File: src/rtl/dcc_pkg.sv
package dcc_pkg;
  typedef enum logic [1:0] {
    PH_IDLE   = 2'd0,
    PH_SIGN   = 2'd1,
    PH_SEARCH = 2'd2,
    PH_TRACK  = 2'd3
  } dcc_phase_e;
endpackage

File: src/rtl/dcc_step_gen.sv
module dcc_step_gen #(
  parameter int DIV = 2
) (
  input  logic clk,
  input  logic rst,
  input  logic clr,
  output logic step
);
  localparam int CW = (DIV > 1) ? $clog2(DIV) : 1;
  localparam logic [CW-1:0] LAST = CW'(DIV - 1);

  logic [CW-1:0] cnt_q;

  always_ff @(posedge clk) begin
    if (rst || clr) cnt_q <= '0;
    else if (cnt_q == LAST) cnt_q <= '0;
    else cnt_q <= cnt_q + 1'b1;
  end

  assign step = (cnt_q == LAST);

  // a step is never followed directly by another step
  assert_step_spacing_R2: assert property (@(posedge clk) disable iff (rst)
    (step && !clr) |=> !step);
endmodule

File: src/rtl/dcc_phase_seq.sv
module dcc_phase_seq
  import dcc_pkg::*;
#(
  parameter int W = 6
) (
  input  logic         clk,
  input  logic         rst,
  input  logic         clr,
  input  logic         step,
  input  logic         cmp,
  output dcc_phase_e   phase,
  output logic [W-1:0] trial,
  output logic         sign_q,
  output logic         done_q
);
  localparam logic [W-1:0] TOP_BIT = {1'b1, {(W-1){1'b0}}};

  dcc_phase_e   ph_q;
  logic [W-1:0] trial_q;

  always_ff @(posedge clk) begin
    if (rst) begin
      ph_q    <= PH_IDLE;
      trial_q <= '0;
      sign_q  <= 1'b0;
      done_q  <= 1'b0;
    end else if (clr) begin
      ph_q    <= PH_SIGN;
      trial_q <= '0;
      sign_q  <= 1'b0;
      done_q  <= 1'b0;
    end else if (step) begin
      case (ph_q)
        PH_SIGN: begin
          sign_q  <= cmp;
          trial_q <= TOP_BIT;
          ph_q    <= PH_SEARCH;
        end
        PH_SEARCH: begin
          if (trial_q[0]) begin
            ph_q    <= PH_TRACK;
            done_q  <= 1'b1;
            trial_q <= '0;
          end else begin
            trial_q <= trial_q >> 1;
          end
        end
        default: ;
      endcase
    end
  end

  assign phase = ph_q;
  assign trial = trial_q;

  // completion flag is sticky until restart
  assert_done_sticky_R5: assert property (@(posedge clk) disable iff (rst)
    (done_q && !clr) |=> done_q);
  // the trial pointer is one-hot at most
  assert_trial_onehot_R4: assert property (@(posedge clk) disable iff (rst)
    $onehot0(trial_q));
endmodule

File: src/rtl/dcc_msar_reg.sv
module dcc_msar_reg
  import dcc_pkg::*;
#(
  parameter int W = 6
) (
  input  logic         clk,
  input  logic         rst,
  input  logic         clr,
  input  logic         step,
  input  logic         cmp,
  input  dcc_phase_e   phase,
  input  logic [W-1:0] trial,
  output logic [W-1:0] code
);
  localparam logic [W-1:0] CMAX    = '1;
  localparam logic [W-1:0] TOP_BIT = {1'b1, {(W-1){1'b0}}};

  logic [W-1:0] code_q;
  logic [W-1:0] search_nxt;
  logic [W-1:0] track_nxt;

  always_comb begin
    search_nxt = (cmp ? (code_q & ~trial) : code_q) | (trial >> 1);
    if (cmp) track_nxt = (code_q == '0)   ? code_q : code_q - 1'b1;
    else     track_nxt = (code_q == CMAX) ? code_q : code_q + 1'b1;
  end

  always_ff @(posedge clk) begin
    if (rst || clr) code_q <= '0;
    else if (step) begin
      case (phase)
        PH_SIGN:   code_q <= TOP_BIT;
        PH_SEARCH: code_q <= search_nxt;
        PH_TRACK:  code_q <= track_nxt;
        default:   code_q <= code_q;
      endcase
    end
  end

  assign code = code_q;

  // code never moves between steps
  assert_hold_offstep_R2: assert property (@(posedge clk) disable iff (rst)
    (!step && !clr) |=> $stable(code_q));
  // a high comparator result clears the bit under trial
  assert_trial_clear_R4: assert property (@(posedge clk) disable iff (rst)
    (phase == PH_SEARCH && step && !clr && cmp) |=> ((code_q & $past(trial)) == '0));
  // tracking moves the code by at most one per step
  assert_track_unit_R6: assert property (@(posedge clk) disable iff (rst)
    (phase == PH_TRACK && step && !clr) |=>
      (code_q == $past(code_q) + 1'b1 || code_q == $past(code_q) - 1'b1 || $stable(code_q)));
  // no wrap at the top
  assert_sat_top_R7: assert property (@(posedge clk) disable iff (rst)
    (phase == PH_TRACK && step && !clr && !cmp && code_q == CMAX) |=> (code_q == CMAX));
  // no wrap at the bottom
  assert_sat_bottom_R7: assert property (@(posedge clk) disable iff (rst)
    (phase == PH_TRACK && step && !clr && cmp && code_q == '0) |=> (code_q == '0));
endmodule

File: src/rtl/dcc_ctrl.sv
module dcc_ctrl
  import dcc_pkg::*;
#(
  parameter int CODE_W   = 6,
  parameter int STEP_DIV = 2
) (
  input  logic              clk,
  input  logic              rst,
  input  logic              start,
  input  logic              cmp_high,
  output logic              sign_inv,
  output logic [CODE_W-1:0] delay_code,
  output logic              done,
  output logic              track_mode
);
  logic              step;
  dcc_phase_e        phase;
  logic [CODE_W-1:0] trial;

  dcc_step_gen #(.DIV(STEP_DIV)) u_step (
    .clk  (clk),
    .rst  (rst),
    .clr  (start),
    .step (step)
  );

  dcc_phase_seq #(.W(CODE_W)) u_seq (
    .clk    (clk),
    .rst    (rst),
    .clr    (start),
    .step   (step),
    .cmp    (cmp_high),
    .phase  (phase),
    .trial  (trial),
    .sign_q (sign_inv),
    .done_q (done)
  );

  dcc_msar_reg #(.W(CODE_W)) u_reg (
    .clk   (clk),
    .rst   (rst),
    .clr   (start),
    .step  (step),
    .cmp   (cmp_high),
    .phase (phase),
    .trial (trial),
    .code  (delay_code)
  );

  assign track_mode = (phase == PH_TRACK);

  // reset leaves every output cleared
  assert_reset_clear_R1: assert property (@(posedge clk)
    rst |=> (!sign_inv && delay_code == '0 && !done && !track_mode));
  // start clears everything on its edge
  assert_start_clear_R8: assert property (@(posedge clk) disable iff (rst)
    start |=> (!sign_inv && delay_code == '0 && !done && !track_mode));
  // completion and tracking rise together
  assert_done_track_R5: assert property (@(posedge clk) disable iff (rst)
    (done == track_mode));
endmodule

File: config.mk
export PLATFORM = sky130hd
export DESIGN_NAME = dcc_ctrl
export DESIGN_NICKNAME = d
export VERILOG_FILES = /design/src/rtl/dcc_pkg.sv /design/src/rtl/dcc_step_gen.sv /design/src/rtl/dcc_phase_seq.sv /design/src/rtl/dcc_msar_reg.sv /design/src/rtl/dcc_ctrl.sv
export SDC_FILE = /design/constraint.sdc
export NUM_CORES = 1
export LEC_CHECK = 0
export ABC_AREA = 1
export ABC_CLOCK_PERIOD_IN_PS = 1800
export CAP_MARGIN = 20
export CORE_ASPECT_RATIO = 0.75
export CORE_MARGIN = 2
export CORE_UTILIZATION = 45
export DETAILED_ROUTE_END_ITERATION = 6
export GPL_ROUTABILITY_DRIVEN = 0
export PLACE_DENSITY_LB_ADDON = 0.3
export SYNTH_ARGS = -nofsm -noshare
export SYNTH_HDL_FRONTEND = slang
export SYNTH_SLANG_ARGS = --single-unit
File: constraint.sdc
create_clock -name clk -period 1.8 [get_ports clk]
set_input_delay 0.36 -clock clk [delete_from_list [all_inputs] [get_ports clk]]
set_output_delay 0.36 -clock clk [all_outputs]
set_load 0.01 [all_outputs]
* Word-level counts from Yosys, hierarchy flattened
Index checks and enable logic that the tools add are counted.
** Cells by class
- Add/subtract/negate cells :: 3
- Eq/ne operators :: 8
- Mux-type cells :: 11
- Bitwise logic cells :: 3
- Reductions and logical operators :: 14
** Operator list (number)
- 6-bit two-way mux :: 4
- 6-bit case mux with 3 select lines :: 1
- 6-bit case mux with 2 select lines :: 1
- 3-bit inequality test, second input constant :: 3
- 3-bit AND reduction :: 3
- 6-bit by 1-bit adder with 6-bit output, second input constant :: 1
- 6-bit AND :: 1
- 6-bit equality test, second input constant :: 1
- 6-bit zero test :: 1
- 6-bit NOT :: 1
- 6-bit by 5-bit OR with 6-bit output :: 1
- 3-bit nonzero test :: 2
- 6-bit by 1-bit subtractor with 6-bit output, second input constant :: 1
- 5-bit two-way mux :: 1
- 2-bit equality test, second input constant :: 2
- 2-bit case mux with 2 select lines :: 1
- 2-bit AND reduction :: 2
- 4-bit AND reduction :: 1
- 2-bit nonzero test :: 2
- 2-bit OR reduction :: 2
- 2-bit by 1-bit equality test with 1-bit output, second input constant :: 1
- 1-bit two-way mux :: 2
- 2-bit two-way mux :: 1
- 2-bit inequality test, second input constant :: 1
- 2 further kinds :: 2
** Word-level totals
- Bits of input ports :: 4
- Output and inout port bits :: 9
- Flip-flop bits (word level) :: 17

* Longest topological paths before layout
Gate-level depths: netlist (run 1).
- Depth in word-level cells :: 5
- Gate-level depth with buffers :: 11
- Mapped depth without buffers :: 10

* By module
A second synthesis (run 1) with hierarchy kept.
** Second synthesis, totals
- Cell total of the unflattened synthesis :: 186
- Area, all modules :: 1229.9 µm²
** By module, submodules not included
- dcc_msar_reg :: seq. area each 120.1 µm², area an instance 703.2 µm², cells each 109, instances 1
- dcc_phase_seq :: seq. area each 200.2 µm², area an instance 481.7 µm², cells each 70, instances 1
- dcc_step_gen :: seq. area each 20.0 µm², area an instance 37.5 µm², cells each 5, instances 1
- dcc_ctrl :: seq. area each 0.0 µm², area an instance 7.5 µm², cells each 2, instances 1

* Worst setup path after synthesis (run 1)
Ideal clock, no wire load.
- Path kind :: input -> register
- From :: in cmp_high
- To :: reg u_reg.code_q[4] (netlist: u_reg.code[4])
- Data required time :: 1.683 ns
- Cell stages on the path :: 11
- Path slack :: 0.266 ns
- Arrival :: 1.417 ns
- Cell sequence :: buf_4 inv_1 fa_1 inv_1 nand2_1 nand2_1 a21oi_1 inv_1 nand2_1 nand3_1 a21oi_1
** On the way
- Cells in the longest elaborated chain, start to end :: 3
- Elaborated cells on any way between the ends :: 7
- Classes of those cells :: eq/ne: 2; mux: 3; bitwise: 1; reduce/logical: 1
** RTL lines
- start: declaration :: RTL line dcc_ctrl.sv:10 : input logic cmp_high,
- 6-bit two-way mux :: RTL line dcc_msar_reg.sv:23 : search_nxt = (cmp ? (code_q & ~trial) : code_q) | (trial >> 1);
- 6-bit by 5-bit OR with 6-bit output :: RTL line dcc_msar_reg.sv:23
- 6-bit case mux with 3 select lines :: RTL line dcc_msar_reg.sv:31 : case (phase)
- end signal: assignment :: RTL line dcc_msar_reg.sv:33 : PH_SEARCH: code_q <= search_nxt;
- end signal: assignment :: RTL line dcc_msar_reg.sv:34 : PH_TRACK: code_q <= track_nxt;
- end signal: assignment :: RTL line dcc_msar_reg.sv:35 : default: code_q <= code_q;
- end: declaration :: RTL line dcc_msar_reg.sv:18 : logic [W-1:0] code_q;
Several ways; a longest one is shown, not always the timed one.
A chain may end at the register's enable or synchronous reset.

* Worst setup path after layout (run 1)
- From :: reg u_reg.code_q[2] (netlist: u_reg.code[2])
- To :: out delay_code[2]
** RTL lines
- end: declaration :: RTL line dcc_ctrl.sv:12 : output logic [CODE_W-1:0] delay_code,
No word-level cell between the ends.

==> results.txt, run 1 <==
- Status: finished, final reports clean
- The analysis attributes to cell leakage a power of just over 0.0006 µW.
- Fin util: 59.62%
* Layout Area Growth over Synthesis: 24.47%
* Number of placement rows: 15
- The endpoint identified for the worst register-to-register timing path is u_reg.code[5].
- The first global-routing pass estimated 4.077 mm of wire.
- STA classifies the critical path startpoint as a flop.
* Maximum root-to-sink buffer count: 2
- The tree is rooted in a clkbuf_4.
* Yosys synthesis warning count: 0
- Setup slack at placement: -0.1767 ns
- Static timing analysis puts the maximum clock frequency at about 580 MHz.
- For this run, the total global-route usage over all layers was measured as 19.53%.
- Worst clock skew: 0.01012 ns
* Total of max-cap violations: 0
- Final Hold Violating Endpoints: 0
- Number of enable-type register cells in the synthesized netlist: 0
- Maximum number of pins on one net before global-route repair: 12
* Slew margin rel.: 80.02%
* Synthesized area per cell: ~6.9 µm²
- Cells along the critical path: clkdlybuf4s50_1
* Share of synthesized flip-flops with an asynchronous set or reset: 0%
- Origin of the critical flop-to-flop path: u_seq.phase[0]
- Critical-path top delay cell: clkdlybuf4s50_1
- For this block, the initial DRC count from the detailed router was 34.
- The count of nets left with antenna violations once routing finished came out at 0.
- For this run, the register share of the synthesized area comes to approximately 30%.
- Wirelength per Cell: 10.90 µm
- Per report_power, the combinational group accounts for 12.8% of the total.
- Setup violations remaining at the end of the flow were counted as 0.
- Clock power frac: 31.7%
- Post-CTS timing repair inserted 0 buffers for setup.
* Fill count: 229
- Worst-path clk slew: 0.10 ns
* Die height: 47.11 µm
- Overall die width: 61.48 µm
- Endpoint of the worst hold-timing path: u_seq.done_q
* CTS tree: built
* Clock buffers created by TritonCTS: 3
- The number of antenna diodes in the final layout is 0.
- Power Dens Cells: 504.9 nW/µm²
- For the pin with the worst max-slew slack, the measured transition is slightly below 0.3 ns.
- After clock tree synthesis, the flow added hold-fix buffers numbering 0.
- Along the worst hold path, the cell count comes to 1.
- The total area inside the core boundary comes to 2327 µm².
* Final setup slack of the worst path: 0.08070 ns
- Worst-case reg-to-reg path depth: 10
* Top FF cell, synth: dfxtp_1
- STA classifies the critical path endpoint as an output port.
- Per report_power, the sequential group accounts for 55.5% of the total.
- Net switching is between 20% and 30% of the power.
- On the worst path, the slowest cell contributes a delay of 0.59 ns.
- Layout cell share with drive strength beyond 1: 18.18%
- Tmin final: approximately 1.7 ns
- # H-tree levels: 1
- Of the available clock period, the critical path in the final layout requires 95.52%.
- Final HPWL from detailed placement: 1.936 mm
- Counting both buffers and inverters, the worst setup path holds a total of 1.
- In the routed design, unresolved DRC markers number 0.
* Setup repair after global routing missed its margin: false
* Kind of path behind the tightest hold check: reg -> reg
* Synth cell types: 27
- CTS saw 17 sinks.
- Summed over all failing endpoints, the final setup total negative slack is 0 ns.
* Required time of the worst setup path: 1.44 ns
- Using the TritonRoute via totals, the vias-per-cell ratio works out to 4.932.
* Layout net count: ~200
- The clock reaches the later pin of the worst-skew pair after roughly 0.31 ns.
- The synthesized design contains 17 register bits.
- Max FO, Critical Path: 6
- Number of optimization iterations in the first detailed-route pass: 4
* Full die area: approximately 2900 µm²
* Top library cells by usage in the layout, fill and taps aside: nand2_1 (42), inv_1 (20), a21oi_1 (20)
- Antenna violations before repair: 0
- After detailed routing, the total wire length is 2.409 mm.
- Number of nets in the synthesized netlist: 174
- Cell count after synthesis: 161
- P_int: slightly above 500 µW
- Synthesized area: approximately 1100 µm²
* Initial cell density of the core: 47.90%
- DR vias: roughly 1.1k
* Register-to-register setup slack: 0.31 ns
* Kind of cell with the highest combined delay on the critical path: buffers and inverters
- The via count of the first global-routing pass was 968.
- Critical Path AT: 1.36 ns
- I/O pin total: 13
* HP Start: u_seq.done_q
* Port buffer count: 12
- Overall overflow remaining after global route: 0
- NetSw: around 190 µW
- Leading cell type in the layout, fill and taps excluded: nand2_1
* IR drop worst, VDD: between 0.0004 and 0.0005 V
* Critical path class: reg -> out
- The number of max-slew violations in the final report was 0.
repair_timing:
action	4_1_cts	5_1_grt
endpoints found under the setup margin	1	1
gates resized for setup	2	1
pin swaps	0	0
power groups by stage:
| stage | sequential, µW | clock (µW) | combinational [µW] |
|---|---|---|---|
| global route | 389 | 243 | 100 |
| detailed placement | 397 | 0 | 89.5 |
| CTS | 388 | 226 | 90.2 |
| finish | 389 | 222 | 89.9 |
| global placement | 396 | 0 | 87.7 |
| floorplan | 395 | 0 | 53.7 |
metrics by stage:
stage	hold WS (ns)	area, µm²	instances	power (µW)
after global placement	0.4478	1353	217	483.7
final	0.4727	1388	221	700.5
after floorplan	0.4291	1115	161	449.1
after CTS	0.4785	1385	221	704.1
after detailed placement	0.4528	1353	217	486.1
after global routing	0.4972	1388	221	732.6
cell type report:
class | count | area [µm²] | area share (%)
multi-input combinational | 118 | 673.1 | 48.51
sequential | 17 | 342.8 | 24.71
tap | 34 | 42.54 | 3.066
timing repair buffer | 23 | 205.2 | 14.79
clock buffer | 3 | 22.52 | 1.623
clock inverter | 1 | 7.507 | 0.5410
inverter | 25 | 93.84 | 6.763
kinds of logic (layout without fill, tap and decap cells):
family          after synthesis  count (layout)  share of synthesized area, %
simple gates                 75              75                         33.11
buf+inv                      26              52                         9.091
xor+xnor                      1               1                        0.7858
fa+ha+maj                     9               9                         10.77
flops                        17              17                         30.53
compound gates               33              33                         15.71
registers in the layout (all words and copies together), names as in the netlist:
name	cells
u_seq.trial	6
u_reg.code	6
u_seq.done_q	1
u_seq.phase	2
u_seq.sign_q	1
u_step.step	1
synthesized netlist by cell type (2+ instances only):
| master | instances | area [µm²] |
|---|---|---|
| nand3_2 | 2 | 20.02 |
| nand2_1 | 42 | 157.7 |
| a21oi_1 | 20 | 100.1 |
| dfxtp_1 | 17 | 340.3 |
| nand3_1 | 4 | 20.02 |
| nor2_2 | 2 | 12.51 |
| o21ai_1 | 5 | 25.02 |
| nand2_2 | 3 | 18.77 |
| inv_2 | 5 | 18.77 |
| ha_1 | 8 | 100.1 |
| inv_1 | 20 | 75.07 |
| nor2_1 | 15 | 56.30 |
| o21ai_0 | 3 | 15.01 |
| o22ai_1 | 2 | 12.51 |
metal layers:
layer | GRT usage [%] | wire length (µm) | part of all wire (%)
met5 | 0 | 0 | 0
met4 | 7.234 | 40 | 1.7
met3 | 5.234 | 108 | 4.5
met2 | 30.64 | 1058 | 44
met1 | 26.17 | 1202 | 50
worst max-delay path by stage:
stage                         startpoint            end  cells after the start
after floorplan                 cmp_high  u_reg.code[4]                     11
after global placement          cmp_high  u_reg.code[4]                     11
after detailed placement        cmp_high  u_reg.code[4]                     11
after CTS                 u_seq.phase[0]     track_mode                      2
after global routing       u_reg.code[4]  delay_code[4]                      1
final                      u_reg.code[2]  delay_code[2]                      1
Power figures use the tool's default switching activity.
==> run 2, diff against run 1 <==
--- a/config.mk
+++ b/config.mk
@@ -10,9 +10,10 @@
 export CAP_MARGIN = 20
 export CORE_ASPECT_RATIO = 0.75
 export CORE_MARGIN = 2
-export CORE_UTILIZATION = 45
+export CORE_UTILIZATION = 50
 export DETAILED_ROUTE_END_ITERATION = 6
 export GPL_ROUTABILITY_DRIVEN = 0
+export MAX_ROUTING_LAYER = met4
 export PLACE_DENSITY_LB_ADDON = 0.3
 export SYNTH_ARGS = -nofsm -noshare
 export SYNTH_HDL_FRONTEND = slang
==> results.txt, run 2 (synthesized netlist as in run 1, its figures left out) <==
* Status: finished, final reports clean
* Overall die width: between 50 and 60 µm
- The die is 44.89 µm tall.
* Full die area: 2627 µm²
- In this run the worst hold path is classified as reg -> reg.
- Total wire length: 2.508 mm
* LEAKAGE: 0.0005931 µW
- After detailed placement, the total cell area comes to 1333 µm².
* Worst clock skew: around 0.0036 ns
- CTS saw 17 sinks.
- Clock power frac: 32.2%
- Counting the buffers created by CTS gives 3.
- Fill count: 178
- Setup repair after global routing left no endpoint under its margin.
- Dividing the detail-routed via count by the number of cells gives 5.129.
* Last element of the critical path: delay_code[4]
- The worst register-to-register path ends at u_reg.code[4].
- Power Dens Cells: roughly 520 nW/µm²
- The largest individual stage delay along the critical path comes from the cell clkdlybuf4s50_1.
* Vias in the first global route: 943
- STA puts the critical path data arrival time at between 1 and 1.5 ns.
- Count of inserted antenna diode cells: 0
- CTS tree: built
* Kind of cell with the highest combined delay on the critical path: buffers and inverters
- Setup violations remaining at the end of the flow were counted as 0.
- Origin of the critical flop-to-flop path: u_reg.code[1]
* I/O pin total: 13
- Final routed DRC violation total: 0
- Detailed placement finished with a half-perimeter wire length of 2.000 mm.
- Area of the core: 2049 µm²
- Leading cell type in the layout, fill and taps excluded: nand2_1
* Cell at the root of the clock tree: clkbuf_4
* Maximum single-stage delay on the critical path: 0.58 ns
* IR drop worst, VDD: approximately 0.00035 V
* DR vias: 1,077
* CP Launch Point: u_reg.code[4]
* Maximum root-to-sink buffer count: 2
* Overall overflow remaining after global route: 0
- Overall global routing resource usage: 21.86%
- In this run the number of H-tree levels came out at 1.
- Of the total power, the share spent switching nets is 28.29%.
- Worst-path clk slew: 0.11 ns
- The final hold violation count was 0.
- For the pin with the worst max-slew slack, the measured transition is 0.2873 ns.
- NetSw: 200.1 µW
* Final setup slack of the worst path: 0.09723 ns
* Top library cells by usage in the layout, fill and taps aside: nand2_1 (42), inv_1 (20), a21oi_1 (20)
- Cells fill 66.73% of the core in the end.
- Worst hold margin: between 0.4 and 0.5 ns
- Capturing element type of the critical path: output port
- Wirelength per Cell: around 12 µm
* Critical path class: reg -> out
- For flop-to-flop paths, the worst setup slack is 0.32 ns.
- For this configuration, the core starts out at a cell density of a little over half.
- The number of antenna violations at the first check in global routing is 0.
- Max FO, Critical Path: 6
- Required time of the worst setup path: ~1.4 ns
- The worst setup path is launched from a flop.
* Clock insertion delay at the later pin of the skew report: about 0.31 ns
* P_int: between 500 and 600 µW
- Maximum number of pins on one net before global-route repair: 12
* Max Clk Rate: 587.3 MHz
- Buffers & Inverters on Critical Path: 1
- Layout Area Growth over Synthesis: 22.67%
- Layout cell share with drive strength beyond 1: around a fifth
- Non-Filler Cell Area, Final: approximately 1400 µm²
- At the end of the flow, the number of nets in the layout was 200.
* Cells along the critical path: clkdlybuf4s50_1
- In the finished design, the share of the clock period the worst path needs comes to between 90% and 100%.
* Slew margin rel.: 80.74%
- OpenSTA, run right after detailed placement, puts the worst setup slack at -0.1877 ns.
- Per report_power, the combinational group accounts for 12.9% of the total.
- First DRT Iteration DRCs: 48
- Final-layout setup total negative slack: 0 ns
- In this run the number of cells on the critical path is 1.
* Port buffer count: 12
- Number of optimization iterations in the first detailed-route pass: 4
* Tmin final: 1.703 ns
* Remaining antenna violation count: 0
* Seq pwr share: between 50% and 60%
* Worst-case reg-to-reg path depth: 9
- Hold Buf Count CTS: 0
* Max-slew violation count: 0
- The first global-routing pass estimated 4.153 mm of wire.
- Total of max-cap violations: 0
- Number of placement rows: 14
[run 2: cell count changes in the layout (fill, tap and decap cells not counted)]
cell,delta
buf_4,-1
dfxtp_2,+1
ha_1,-1
dlymetal6s2s_1,-1
ha_2,+1
dfxtp_1,-1
dlygate4sd2_1,+1
[run 2: stage by stage]
step	power, µW	std cells
final	707.2	210
after global routing	740.5	210
after detailed placement	486.7	206
after floorplan	449.1	161
after CTS	709.8	210
after global placement	483.7	206
[run 2: worst min-delay path by stage]
stage	slack, ns	startpoint	endpoint	cells past startpoint
after floorplan	0.43	rst	u_seq.phase[0]	1
after global placement	0.45	u_seq.done_q	u_seq.done_q	1
after detailed placement	0.46	u_seq.done_q	u_seq.done_q	1
after CTS	0.48	u_seq.done_q	u_seq.done_q	1
after global routing	0.51	u_step.step	u_step.step	1
final	0.48	u_seq.done_q	u_seq.done_q	1
[run 2: area by class of cell]
| cell class | count | area, µm² | share of cell area (%) |
|---|---|---|---|
| clock buffers | 3 | 22.52 | 1.647 |
| multi-input cells | 118 | 675.6 | 49.41 |
| well taps | 24 | 30.03 | 2.196 |
| flip-flops and latches | 17 | 344.1 | 25.16 |
| inverters | 25 | 93.84 | 6.862 |
| clock inverters | 1 | 7.507 | 0.5489 |
| repair buffers | 22 | 193.9 | 14.18 |
[run 2: timing repair]
item                                    4_1_cts  5_1_grt
resized for setup                             4        1
endpoints found under the setup margin        1        1
buffers inserted                              0        0
gates cloned                                  0        0
[run 2: power by group through the flow]
stage,Sequential [µW],Combinational (µW),Clock [µW]
2_1_floorplan,395,53.7,0
3_3_place_gp,396,87.7,0
3_5_place_dp,396,90.5,0
4_1_cts,388,91.1,231
5_1_grt,389,101,250
6_report,388,91.3,228
[run 2: metal layers]
layer	GRT usage, %	vias to the layer above	wire length, µm
met3	5.731	9	170
met1	29.03	466	1202
met5	-	-	0
met4	6.977	0	55
li1	-	568	-
met2	32.58	34	1080
[run 2: worst reg2reg max path, cell delays in order (launching register included)]
cell     delay (ns)
dfxtp_2        0.42
inv_1          0.07
fa_1           0.39
inv_1          0.07
nand2_1        0.07
nand2_1        0.06
a21oi_1        0.07
nand2_1        0.07
nand3_1        0.08
a21oi_1        0.12
==> run 3, diff against run 2 <==
--- a/config.mk
+++ b/config.mk
@@ -13,6 +13,7 @@
 export CORE_UTILIZATION = 50
 export DETAILED_ROUTE_END_ITERATION = 6
 export GPL_ROUTABILITY_DRIVEN = 0
+export HOLD_SLACK_MARGIN = 0.03
 export MAX_ROUTING_LAYER = met4
 export PLACE_DENSITY_LB_ADDON = 0.3
 export SYNTH_ARGS = -nofsm -noshare
==> results of run 3 <==
Final layout, timing and power as in run 2 (identical DEF).
